## config.mk

```make
export PLATFORM = sky130hd
export DESIGN_NAME = nor_bufprog_seq
export DESIGN_NICKNAME = d
export VERILOG_FILES = /design/src/rtl/nbp_pkg.sv /design/src/rtl/nbp_bus_cycle.sv /design/src/rtl/nbp_chunk_plan.sv /design/src/rtl/nbp_packer.sv /design/src/rtl/nor_bufprog_seq.sv
export SDC_FILE = /design/constraint.sdc
export NUM_CORES = 1
export LEC_CHECK = 0
export ABC_CLOCK_PERIOD_IN_PS = 7700
export CORE_UTILIZATION = 35
export DETAILED_ROUTE_END_ITERATION = 8
export PLACE_DENSITY_LB_ADDON = 0.05
export SLEW_MARGIN = 40
export SYNTH_ARGS = -nofsm -noshare
export SYNTH_HDL_FRONTEND = slang
export SYNTH_SLANG_ARGS = --single-unit
```

## constraint.sdc

```tcl
create_clock -name clk -period 7.7 [get_ports clk]
set_input_delay 0.77 -clock clk [delete_from_list [all_inputs] [get_ports clk]]
set_output_delay 0.77 -clock clk [all_outputs]
set_load 0.01 [all_outputs]
```

## src/rtl/nbp_pkg.sv

```systemverilog
// Shared command codes, state encoding and helper functions for the
// buffered NOR programming sequencer.
package nbp_pkg;

    localparam logic [15:0] CMD_CLR_STATUS  = 16'h0050;
    localparam logic [15:0] CMD_BUF_SETUP   = 16'h00E9;
    localparam logic [15:0] CMD_BUF_CONFIRM = 16'h00D0;
    localparam logic [15:0] CMD_READ_ARRAY  = 16'h00FF;

    localparam logic [15:0] ST_READY_MASK = 16'h0080;
    localparam logic [15:0] ST_ERR_MASK   = 16'h003E;

    typedef enum logic [3:0] {
        SQ_IDLE,
        SQ_PLAN,
        SQ_CLR,
        SQ_SETUP,
        SQ_COUNT,
        SQ_DATA,
        SQ_CONFIRM,
        SQ_POLL,
        SQ_CHECK,
        SQ_RDARR,
        SQ_FIN
    } sq_state_t;

    // Mirror the bit order of one byte.
    function automatic logic [7:0] bit_rev8(input logic [7:0] b);
        logic [7:0] r;
        for (int i = 0; i < 8; i++) r[i] = b[7-i];
        return r;
    endfunction

endpackage

```

## src/rtl/nbp_bus_cycle.sv

```systemverilog
// One flash bus access of a fixed CYC-clock window.
// Assumes: start_i is only honoured while idle; the caller holds read_i,
// addr_i and data_i valid in the cycle it raises start_i.
// A down-counter runs CYC-1..0; write enable is low strictly between
// WE_LO and WE_HI, and read data is captured at RD_SAMPLE.
module nbp_bus_cycle #(
    parameter int ADDR_W    = 25,
    parameter int CYC       = 20,
    parameter int WE_LO     = 5,
    parameter int WE_HI     = 15,
    parameter int RD_SAMPLE = 2
) (
    input  logic              clk,
    input  logic              rst_n,
    input  logic              start_i,
    input  logic              read_i,
    input  logic [ADDR_W-1:0] addr_i,
    input  logic [15:0]       data_i,
    output logic              busy_o,
    output logic              done_o,
    output logic [15:0]       rdata_o,
    output logic [ADDR_W-1:0] addr_o,
    output logic [15:0]       dq_o,
    output logic              dq_oe_o,
    input  logic [15:0]       dq_i,
    output logic              ce_n_o,
    output logic              we_n_o,
    output logic              oe_n_o,
    output logic              adv_n_o
);
    localparam int CW = $clog2(CYC);

    logic [CW-1:0]     cnt;
    logic              busy;
    logic              rd;
    logic [ADDR_W-1:0] addr_q;
    logic [15:0]       data_q;
    logic [15:0]       rdata_q;

    // Window counter and latched access attributes.
    always_ff @(posedge clk) begin
        if (!rst_n) begin
            busy   <= 1'b0;
            cnt    <= '0;
            rd     <= 1'b0;
            addr_q <= '0;
            data_q <= '0;
        end else if (!busy && start_i) begin
            busy   <= 1'b1;
            cnt    <= CW'(CYC - 1);
            rd     <= read_i;
            addr_q <= addr_i;
            data_q <= data_i;
        end else if (busy) begin
            if (cnt == '0) busy <= 1'b0;
            else           cnt  <= cnt - 1'b1;
        end
    end

    // Capture of the read data near the end of the read window.
    always_ff @(posedge clk) begin
        if (!rst_n)                                         rdata_q <= '0;
        else if (busy && rd && int'(cnt) == RD_SAMPLE)      rdata_q <= dq_i;
    end

    // Bus pin decode from the window state.
    always_comb begin
        busy_o  = busy;
        done_o  = busy && (cnt == '0);
        rdata_o = rdata_q;
        addr_o  = addr_q;
        dq_o    = data_q;
        dq_oe_o = busy && !rd;
        ce_n_o  = !busy;
        adv_n_o = !busy;
        oe_n_o  = !(busy && rd);
        we_n_o  = !(busy && !rd && int'(cnt) > WE_LO && int'(cnt) < WE_HI);
    end

endmodule

```

## src/rtl/nbp_chunk_plan.sv

```systemverilog
// Sizes the next chunk: the least of the chunk limit, the remaining
// words and the words left up to the end of the erase block.
// Assumes BLOCK_WORDS is a power of two.
module nbp_chunk_plan #(
    parameter int ADDR_W      = 25,
    parameter int WC_W        = 24,
    parameter int BLOCK_WORDS = 131072,
    parameter int CHUNK_WORDS = 32
) (
    input  logic [ADDR_W-1:0] addr_i,
    input  logic [WC_W-1:0]   rem_i,
    output logic [$clog2(CHUNK_WORDS+1)-1:0] n_o,
    output logic [ADDR_W-1:0] blk_o
);
    localparam int BOFF_W = $clog2(BLOCK_WORDS);
    localparam int NW     = $clog2(CHUNK_WORDS + 1);

    logic [BOFF_W:0] to_end;
    logic [31:0]     lim;

    // Block base and distance to the block end.
    always_comb begin
        blk_o  = {addr_i[ADDR_W-1:BOFF_W], BOFF_W'(0)};
        to_end = (BOFF_W+1)'(BLOCK_WORDS) - {1'b0, addr_i[BOFF_W-1:0]};
    end

    // Minimum of the three limits.
    always_comb begin
        lim = 32'(CHUNK_WORDS);
        if (32'(to_end) < lim) lim = 32'(to_end);
        if (32'(rem_i)  < lim) lim = 32'(rem_i);
        n_o = NW'(lim);
    end

endmodule

```

## src/rtl/nbp_packer.sv

```systemverilog
// Byte-to-word packer: mirrors each byte, places the earlier byte high,
// and closes a lone final byte with 0xFF when pad_i is set.
// Assumes fill_en_i is low whenever no further word is wanted.
module nbp_packer (
    input  logic        clk,
    input  logic        rst_n,
    input  logic        flush_i,
    input  logic        fill_en_i,
    input  logic        pad_i,
    input  logic [7:0]  s_data_i,
    input  logic        s_valid_i,
    output logic        s_ready_o,
    input  logic        take_i,
    output logic [15:0] word_o,
    output logic        word_vld_o
);
    import nbp_pkg::*;

    logic [7:0]  hi_q;
    logic        have_hi;
    logic [15:0] word_q;
    logic        word_vld;
    logic        hs;

    // Handshake decode.
    always_comb begin
        s_ready_o  = fill_en_i && !word_vld;
        hs         = s_valid_i && s_ready_o;
        word_o     = word_q;
        word_vld_o = word_vld;
    end

    // Byte collection and word assembly.
    always_ff @(posedge clk) begin
        if (!rst_n || flush_i) begin
            hi_q     <= '0;
            have_hi  <= 1'b0;
            word_q   <= '0;
            word_vld <= 1'b0;
        end else begin
            if (take_i) word_vld <= 1'b0;
            if (hs) begin
                if (!have_hi) begin
                    if (pad_i) begin
                        word_q   <= {bit_rev8(s_data_i), 8'hFF};
                        word_vld <= 1'b1;
                    end else begin
                        hi_q    <= bit_rev8(s_data_i);
                        have_hi <= 1'b1;
                    end
                end else begin
                    word_q   <= {hi_q, bit_rev8(s_data_i)};
                    word_vld <= 1'b1;
                    have_hi  <= 1'b0;
                end
            end
        end
    end

endmodule

```

## src/rtl/nor_bufprog_seq.sv

```systemverilog
// Top of the buffered NOR programming sequencer. It walks each chunk
// through clear-status, setup, count, data, confirm and status polling,
// then ends the job with a read-array write and a done pulse.
// Assumes one job at a time; start_i is ignored while a job runs.
module nor_bufprog_seq #(
    parameter int ADDR_W      = 25,
    parameter int LEN_W       = 24,
    parameter int CHUNK_WORDS = 32,
    parameter int BLOCK_WORDS = 131072,
    parameter int CYC         = 20,
    parameter int WE_LO       = 5,
    parameter int WE_HI       = 15,
    parameter int RD_SAMPLE   = 2
) (
    input  logic              clk,
    input  logic              rst_n,
    input  logic              start_i,
    input  logic [ADDR_W-1:0] base_addr_i,
    input  logic [LEN_W-1:0]  byte_len_i,
    input  logic [7:0]        s_data_i,
    input  logic              s_valid_i,
    output logic              s_ready_o,
    output logic [ADDR_W-1:0] flash_addr_o,
    output logic [15:0]       flash_dq_o,
    output logic              flash_dq_oe_o,
    input  logic [15:0]       flash_dq_i,
    output logic              flash_ce_n_o,
    output logic              flash_we_n_o,
    output logic              flash_oe_n_o,
    output logic              flash_adv_n_o,
    output logic              done_o,
    output logic              error_o
);
    import nbp_pkg::*;

    localparam int NW   = $clog2(CHUNK_WORDS + 1);
    localparam int WC_W = LEN_W;

    sq_state_t         state;
    logic [ADDR_W-1:0] cur_addr;
    logic [ADDR_W-1:0] blk_q;
    logic [WC_W-1:0]   pack_rem;
    logic [NW-1:0]     n_q;
    logic [NW-1:0]     ctake_left;
    logic [NW-1:0]     chunk_left;
    logic              len_odd;
    logic              err_q;

    logic              bc_want, bc_start, bc_read, bc_busy, bc_done;
    logic [ADDR_W-1:0] bc_addr;
    logic [15:0]       bc_data, bc_rdata;
    logic [NW-1:0]     plan_n;
    logic [ADDR_W-1:0] plan_blk;
    logic [15:0]       pk_word;
    logic              pk_vld, pk_take, pk_fill, pk_pad, pk_flush;
    logic              st_ready, st_err;

    nbp_chunk_plan #(
        .ADDR_W(ADDR_W), .WC_W(WC_W),
        .BLOCK_WORDS(BLOCK_WORDS), .CHUNK_WORDS(CHUNK_WORDS)
    ) u_plan (
        .addr_i(cur_addr), .rem_i(pack_rem), .n_o(plan_n), .blk_o(plan_blk)
    );

    nbp_packer u_pack (
        .clk(clk), .rst_n(rst_n), .flush_i(pk_flush), .fill_en_i(pk_fill),
        .pad_i(pk_pad), .s_data_i(s_data_i), .s_valid_i(s_valid_i),
        .s_ready_o(s_ready_o), .take_i(pk_take), .word_o(pk_word),
        .word_vld_o(pk_vld)
    );

    nbp_bus_cycle #(
        .ADDR_W(ADDR_W), .CYC(CYC), .WE_LO(WE_LO), .WE_HI(WE_HI),
        .RD_SAMPLE(RD_SAMPLE)
    ) u_bus (
        .clk(clk), .rst_n(rst_n), .start_i(bc_start), .read_i(bc_read),
        .addr_i(bc_addr), .data_i(bc_data), .busy_o(bc_busy),
        .done_o(bc_done), .rdata_o(bc_rdata), .addr_o(flash_addr_o),
        .dq_o(flash_dq_o), .dq_oe_o(flash_dq_oe_o), .dq_i(flash_dq_i),
        .ce_n_o(flash_ce_n_o), .we_n_o(flash_we_n_o),
        .oe_n_o(flash_oe_n_o), .adv_n_o(flash_adv_n_o)
    );

    // Access request for the current state.
    always_comb begin
        bc_want = 1'b0;
        bc_read = 1'b0;
        bc_addr = '0;
        bc_data = '0;
        case (state)
            SQ_CLR:     begin bc_want = 1'b1; bc_data = CMD_CLR_STATUS; end
            SQ_SETUP:   begin bc_want = 1'b1; bc_addr = blk_q; bc_data = CMD_BUF_SETUP; end
            SQ_COUNT:   begin bc_want = 1'b1; bc_addr = blk_q; bc_data = 16'(n_q) - 16'd1; end
            SQ_DATA:    begin bc_want = pk_vld; bc_addr = cur_addr; bc_data = pk_word; end
            SQ_CONFIRM: begin bc_want = 1'b1; bc_addr = blk_q; bc_data = CMD_BUF_CONFIRM; end
            SQ_POLL:    begin bc_want = 1'b1; bc_read = 1'b1; bc_addr = blk_q; end
            SQ_RDARR:   begin bc_want = 1'b1; bc_data = CMD_READ_ARRAY; end
            default:    ;
        endcase
        bc_start = bc_want && !bc_busy;
    end

    // Packer control and status decode.
    always_comb begin
        pk_take  = bc_start && (state == SQ_DATA);
        pk_fill  = (state == SQ_DATA) && (ctake_left != '0);
        pk_pad   = len_odd && (pack_rem == WC_W'(1));
        pk_flush = (state == SQ_IDLE) && start_i;
        st_ready = (bc_rdata & ST_READY_MASK) != '0;
        st_err   = (bc_rdata & ST_ERR_MASK) != '0;
        done_o   = (state == SQ_FIN);
        error_o  = err_q;
    end

    // Job sequencing over chunks and command steps.
    always_ff @(posedge clk) begin
        if (!rst_n) begin
            state      <= SQ_IDLE;
            cur_addr   <= '0;
            blk_q      <= '0;
            pack_rem   <= '0;
            n_q        <= '0;
            ctake_left <= '0;
            chunk_left <= '0;
            len_odd    <= 1'b0;
            err_q      <= 1'b0;
        end else begin
            case (state)
                SQ_IDLE: if (start_i) begin
                    cur_addr <= base_addr_i;
                    pack_rem <= WC_W'(({1'b0, byte_len_i} + (LEN_W+1)'(1)) >> 1);
                    len_odd  <= byte_len_i[0];
                    err_q    <= 1'b0;
                    state    <= (byte_len_i == '0) ? SQ_RDARR : SQ_PLAN;
                end
                SQ_PLAN: begin
                    n_q        <= plan_n;
                    ctake_left <= plan_n;
                    chunk_left <= plan_n;
                    blk_q      <= plan_blk;
                    state      <= SQ_CLR;
                end
                SQ_CLR:     if (bc_done) state <= SQ_SETUP;
                SQ_SETUP:   if (bc_done) state <= SQ_COUNT;
                SQ_COUNT:   if (bc_done) state <= SQ_DATA;
                SQ_DATA: begin
                    if (pk_take) begin
                        ctake_left <= ctake_left - 1'b1;
                        pack_rem   <= pack_rem - 1'b1;
                    end
                    if (bc_done) begin
                        cur_addr   <= cur_addr + 1'b1;
                        chunk_left <= chunk_left - 1'b1;
                        if (chunk_left == NW'(1)) state <= SQ_CONFIRM;
                    end
                end
                SQ_CONFIRM: if (bc_done) state <= SQ_POLL;
                SQ_POLL:    if (bc_done) state <= SQ_CHECK;
                SQ_CHECK: begin
                    if (!st_ready)               state <= SQ_POLL;
                    else if (st_err) begin
                        err_q <= 1'b1;
                        state <= SQ_IDLE;
                    end
                    else if (pack_rem == '0)     state <= SQ_RDARR;
                    else                         state <= SQ_PLAN;
                end
                SQ_RDARR:   if (bc_done) state <= SQ_FIN;
                SQ_FIN:     state <= SQ_IDLE;
                default:    state <= SQ_IDLE;
            endcase
        end
    end

endmodule

```

==> flow_metrics.env <==
export IMPL_clk_latency_ns=0.44
export IMPL_worstSetupPathType="reg2reg"
export IMPL_rsz0062_at_grt="no"
export IMPL_cts_root_buffer="clkbuf_16"
export IMPL_violations="DRC"
export IMPL_portBuffers=115
export IMPL_finalWeightedCongestion=0.8186
export IMPL_drt_iter0_drc=761
export IMPL_outcome="finished with violations"
export IMPL_clk_path_buf_depth=2
export IMPL_ctsHoldBuffers=0
export IMPL_min_from="u_bus.dq_o[15]"
export IMPL_hpwlAfterDp_mm=20.31
export IMPL_numCtsBuffers=17
export IMPL_start_kind="flip-flop"
export IMPL_die_x_um=166.4
export IMPL_start_util_pct=35.97
export IMPL_yosys_cell_count_top_type="dfxtp_1"
export IMPL_min_path_cells=2
export IMPL_power_density_nw_per_um2=303.4
export IMPL_cts_sinks=161
export IMPL_stdcell_count=1640
export IMPL_drt_first_pass_iters=9
export IMPL_slew_violations=0
export IMPL_ir_drop_uv=156.7
export IMPL_dieHeight_um=166.4
export IMPL_rr_startpoint="cur_addr[0]"
export IMPL_clk_pin_slew_ns=0.08
export IMPL_coreArea_um2=26280
export IMPL_reg2reg_slack_ns=2.99
export IMPL_reg2reg_depth=15
export IMPL_fin_tns_setup_ns=0
export IMPL_worstPathRequired_ns=7.99
export IMPL_post_cts_buffers=0
export IMPL_critPathArrivalTime_ns=5.00
export IMPL_ctsResizeCount=0
export IMPL_drcViolationCount=10
export IMPL_tritoncts="done"
export IMPL_fill_cells=2675
export IMPL_ant_nets=0
export IMPL_synth_area_um2=9454
export IMPL_fin_area_um2=11480
export IMPL_multi_input_area_um2=5896
export IMPL_grt_ovfl_total=0
export IMPL_finClkSkew_ns=0.02068
export IMPL_fin_crit_sh_pct=61.14
export IMPL_n_antenna_cell=0
export IMPL_grt_first_pass_wirelength_mm=46.90
export IMPL_synth_top_area_cell="dfxtp_1"
export IMPL_end_kind="flip-flop"
export IMPL_grt_start_max_net_pins=86
export IMPL_nets=1401
export IMPL_seq_area_frac_synth_pct=34.09
export IMPL_synth_ff_type="dfxtp_1"
export IMPL_synth_async_reset_ratio_pct=0
export IMPL_wl_per_cell_um=17.67
export IMPL_holdPathEnd="u_bus.dq_o[15]"
export IMPL_synth_top_cells_by_count="161 x dfxtp_1, 147 x nor2_1, 120 x nand2_1"
export IMPL_min_path_type="reg2reg"
export IMPL_syn_mean_instance_area_um2=7.737
export IMPL_grt_util_all_layers_pct=21.20
export IMPL_ys_seq_elements=161
export IMPL_dieArea_um2=27670
export IMPL_min_period_ns=4.708
export IMPL_synth_top_area_share_pct=34.09
export IMPL_wl_mm=28.97
export IMPL_seqCellArea_um2=3224
export IMPL_drive_gt1_share_pct=6.667
export IMPL_htree_num_levels=4
export IMPL_synthCells=1222
export IMPL_netlist_cell_type_count=70
export IMPL_placed_cells=1608
export IMPL_pre_cts_ws_ns=3.059
export IMPL_area_growth_pct=21.39
export IMPL_setup_slack_ns=2.992
export IMPL_setup_violations=0
export IMPL_synth_edf_count=0
export IMPL_grt_pass1_vias=8353
export IMPL_worstMarginPinSlew_ns=0.8359
export IMPL_crit_fanout=14
export IMPL_vias=9033
export IMPL_synth_top_cells_by_area="dfxtp_1 34%, a21oi_1 5.9%, nor2_1 5.8%"
export IMPL_relSlewSlack_pct=44.14
export IMPL_ioPinCount=126
export IMPL_rows=59
export IMPL_max_freq_mhz=212.4
export IMPL_antenna_found_initial=0
export IMPL_hold_viol_final=0
export IMPL_ys_warn_count=0
export IMPL_viasPerCell=5.508
export IMPL_p_leak_nw=4.133
export IMPL_placed_area_um2=10850
export IMPL_maxCapViolCount=0
export IMPL_regToRegEndpoint="ctake_left[2]"
-- worst max path at each step --
stage / start / end / cells after the start
after floorplan: cur_addr[0] / n_q[1] / 17
after global placement: cur_addr[0] / ctake_left[2] / 15
after detailed placement: cur_addr[0] / ctake_left[2] / 15
after CTS: cur_addr[0] / ctake_left[2] / 15
after global routing: cur_addr[0] / ctake_left[2] / 15
final: cur_addr[0] / ctake_left[2] / 15
-- power breakdown --
| group | total (mW) | switching, mW | internal (mW) |
|---|---|---|---|
| registers | 1.19 | 0.236 | 0.950 |
| logic | 1.41 | 0.880 | 0.526 |
| clock network | 0.890 | 0.421 | 0.469 |
| total | 3.48 | 1.54 | 1.95 |
-- sequential cells by signal, indices dropped and copies added, names as in the netlist, 8 cells and up --
register / flops
blk_q: 8
u_pack.word_o: 16
u_bus.dq_o: 16
cur_addr: 25
u_pack.hi_q: 8
u_bus.addr_o: 25
pack_rem: 24
-- stage by stage --
step	hold slack, ns	util, %	power (mW)
2_1_floorplan	0.4361	-	2.156
3_3_place_gp	0.4354	41.18	2.582
3_5_place_dp	0.4421	41.30	2.594
4_1_cts	0.4590	43.63	3.498
5_1_grt	0.4880	43.67	3.730
6_report	0.4529	43.67	3.482
-- placed cells by master, fill, tap and decap left out, drive strengths merged, types with 6 or more instances in the layout --
cell type | Yosys | routed
a21oi | 111 | 111
o31ai | 7 | 7
nand2b | 8 | 8
o221a | 17 | 17
a31oi | 13 | 13
nor2b | 8 | 8
conb | 1 | 12
inv | 29 | 37
or4 | 8 | 8
and4 | 6 | 6
a21o | 8 | 8
nor4 | 25 | 25
clkbuf | 69 | 17
nor4b | 6 | 6
o21ai | 84 | 84
o21a | 9 | 9
nor2 | 147 | 147
xnor2 | 19 | 19
xor2 | 15 | 15
ha | 32 | 32
a211oi | 18 | 18
o211ai | 12 | 12
nand2 | 120 | 120
nor3 | 36 | 36
a22oi | 10 | 10
clkdlybuf4s50 | 0 | 115
dfxtp | 161 | 161
nand3 | 48 | 48
o22ai | 8 | 8
a22o | 23 | 23
buf | 14 | 8
and2 | 9 | 9
or3 | 11 | 11
and3 | 31 | 31
nand4 | 12 | 12
mux2i | 25 | 25
a221oi | 10 | 10
-- per-layer routing --
layer	vias to the layer above	part of all wire (%)	track usage (%)
met1	4172	51	30.99
li1	4631	-	-
met2	213	44	32.93
met5	-	0	0
met4	0	0.86	4.791
met3	17	4.2	2.741
-- worst max-delay path: stages (launching register included) --
cell and delay (ns):
dfxtp_1 0.74, inv_1 0.10, ha_1 0.27, nor4b_1 0.19, nor3b_1 0.18, or4b_1 0.54
a211oi_1 0.38, and3_1 0.35, nand2_1 0.09, ha_1 0.28, nand4_1 0.15, o221ai_1 0.32
a211oi_1 0.15, and4_1 0.29, o2111ai_1 0.39, o211ai_1 0.14
-- layout make-up --
type	instances	area share, %
Multi-Input combinational cell	960	51.37
Tap cell	335	3.652
Clock inverter	15	1.635
Inverter	29	0.9485
Timing Repair Buffer	123	10.59
Clock buffer	17	3.707
Sequential cell	161	28.10
-- cell families (layout without fill, tap and decap cells) --
family,count (synthesis),in the layout,synth area share [%]
mux,29,29,3.123
simple gates,486,486,25.05
flops,161,161,34.09
other cells,1,12,0.03967
fa+ha+maj,32,32,4.235
compound gates,367,367,25.60
buf+inv,112,184,4.711
xor+xnor,34,34,3.150
No activity file was read; power rests on OpenSTA's default activity.
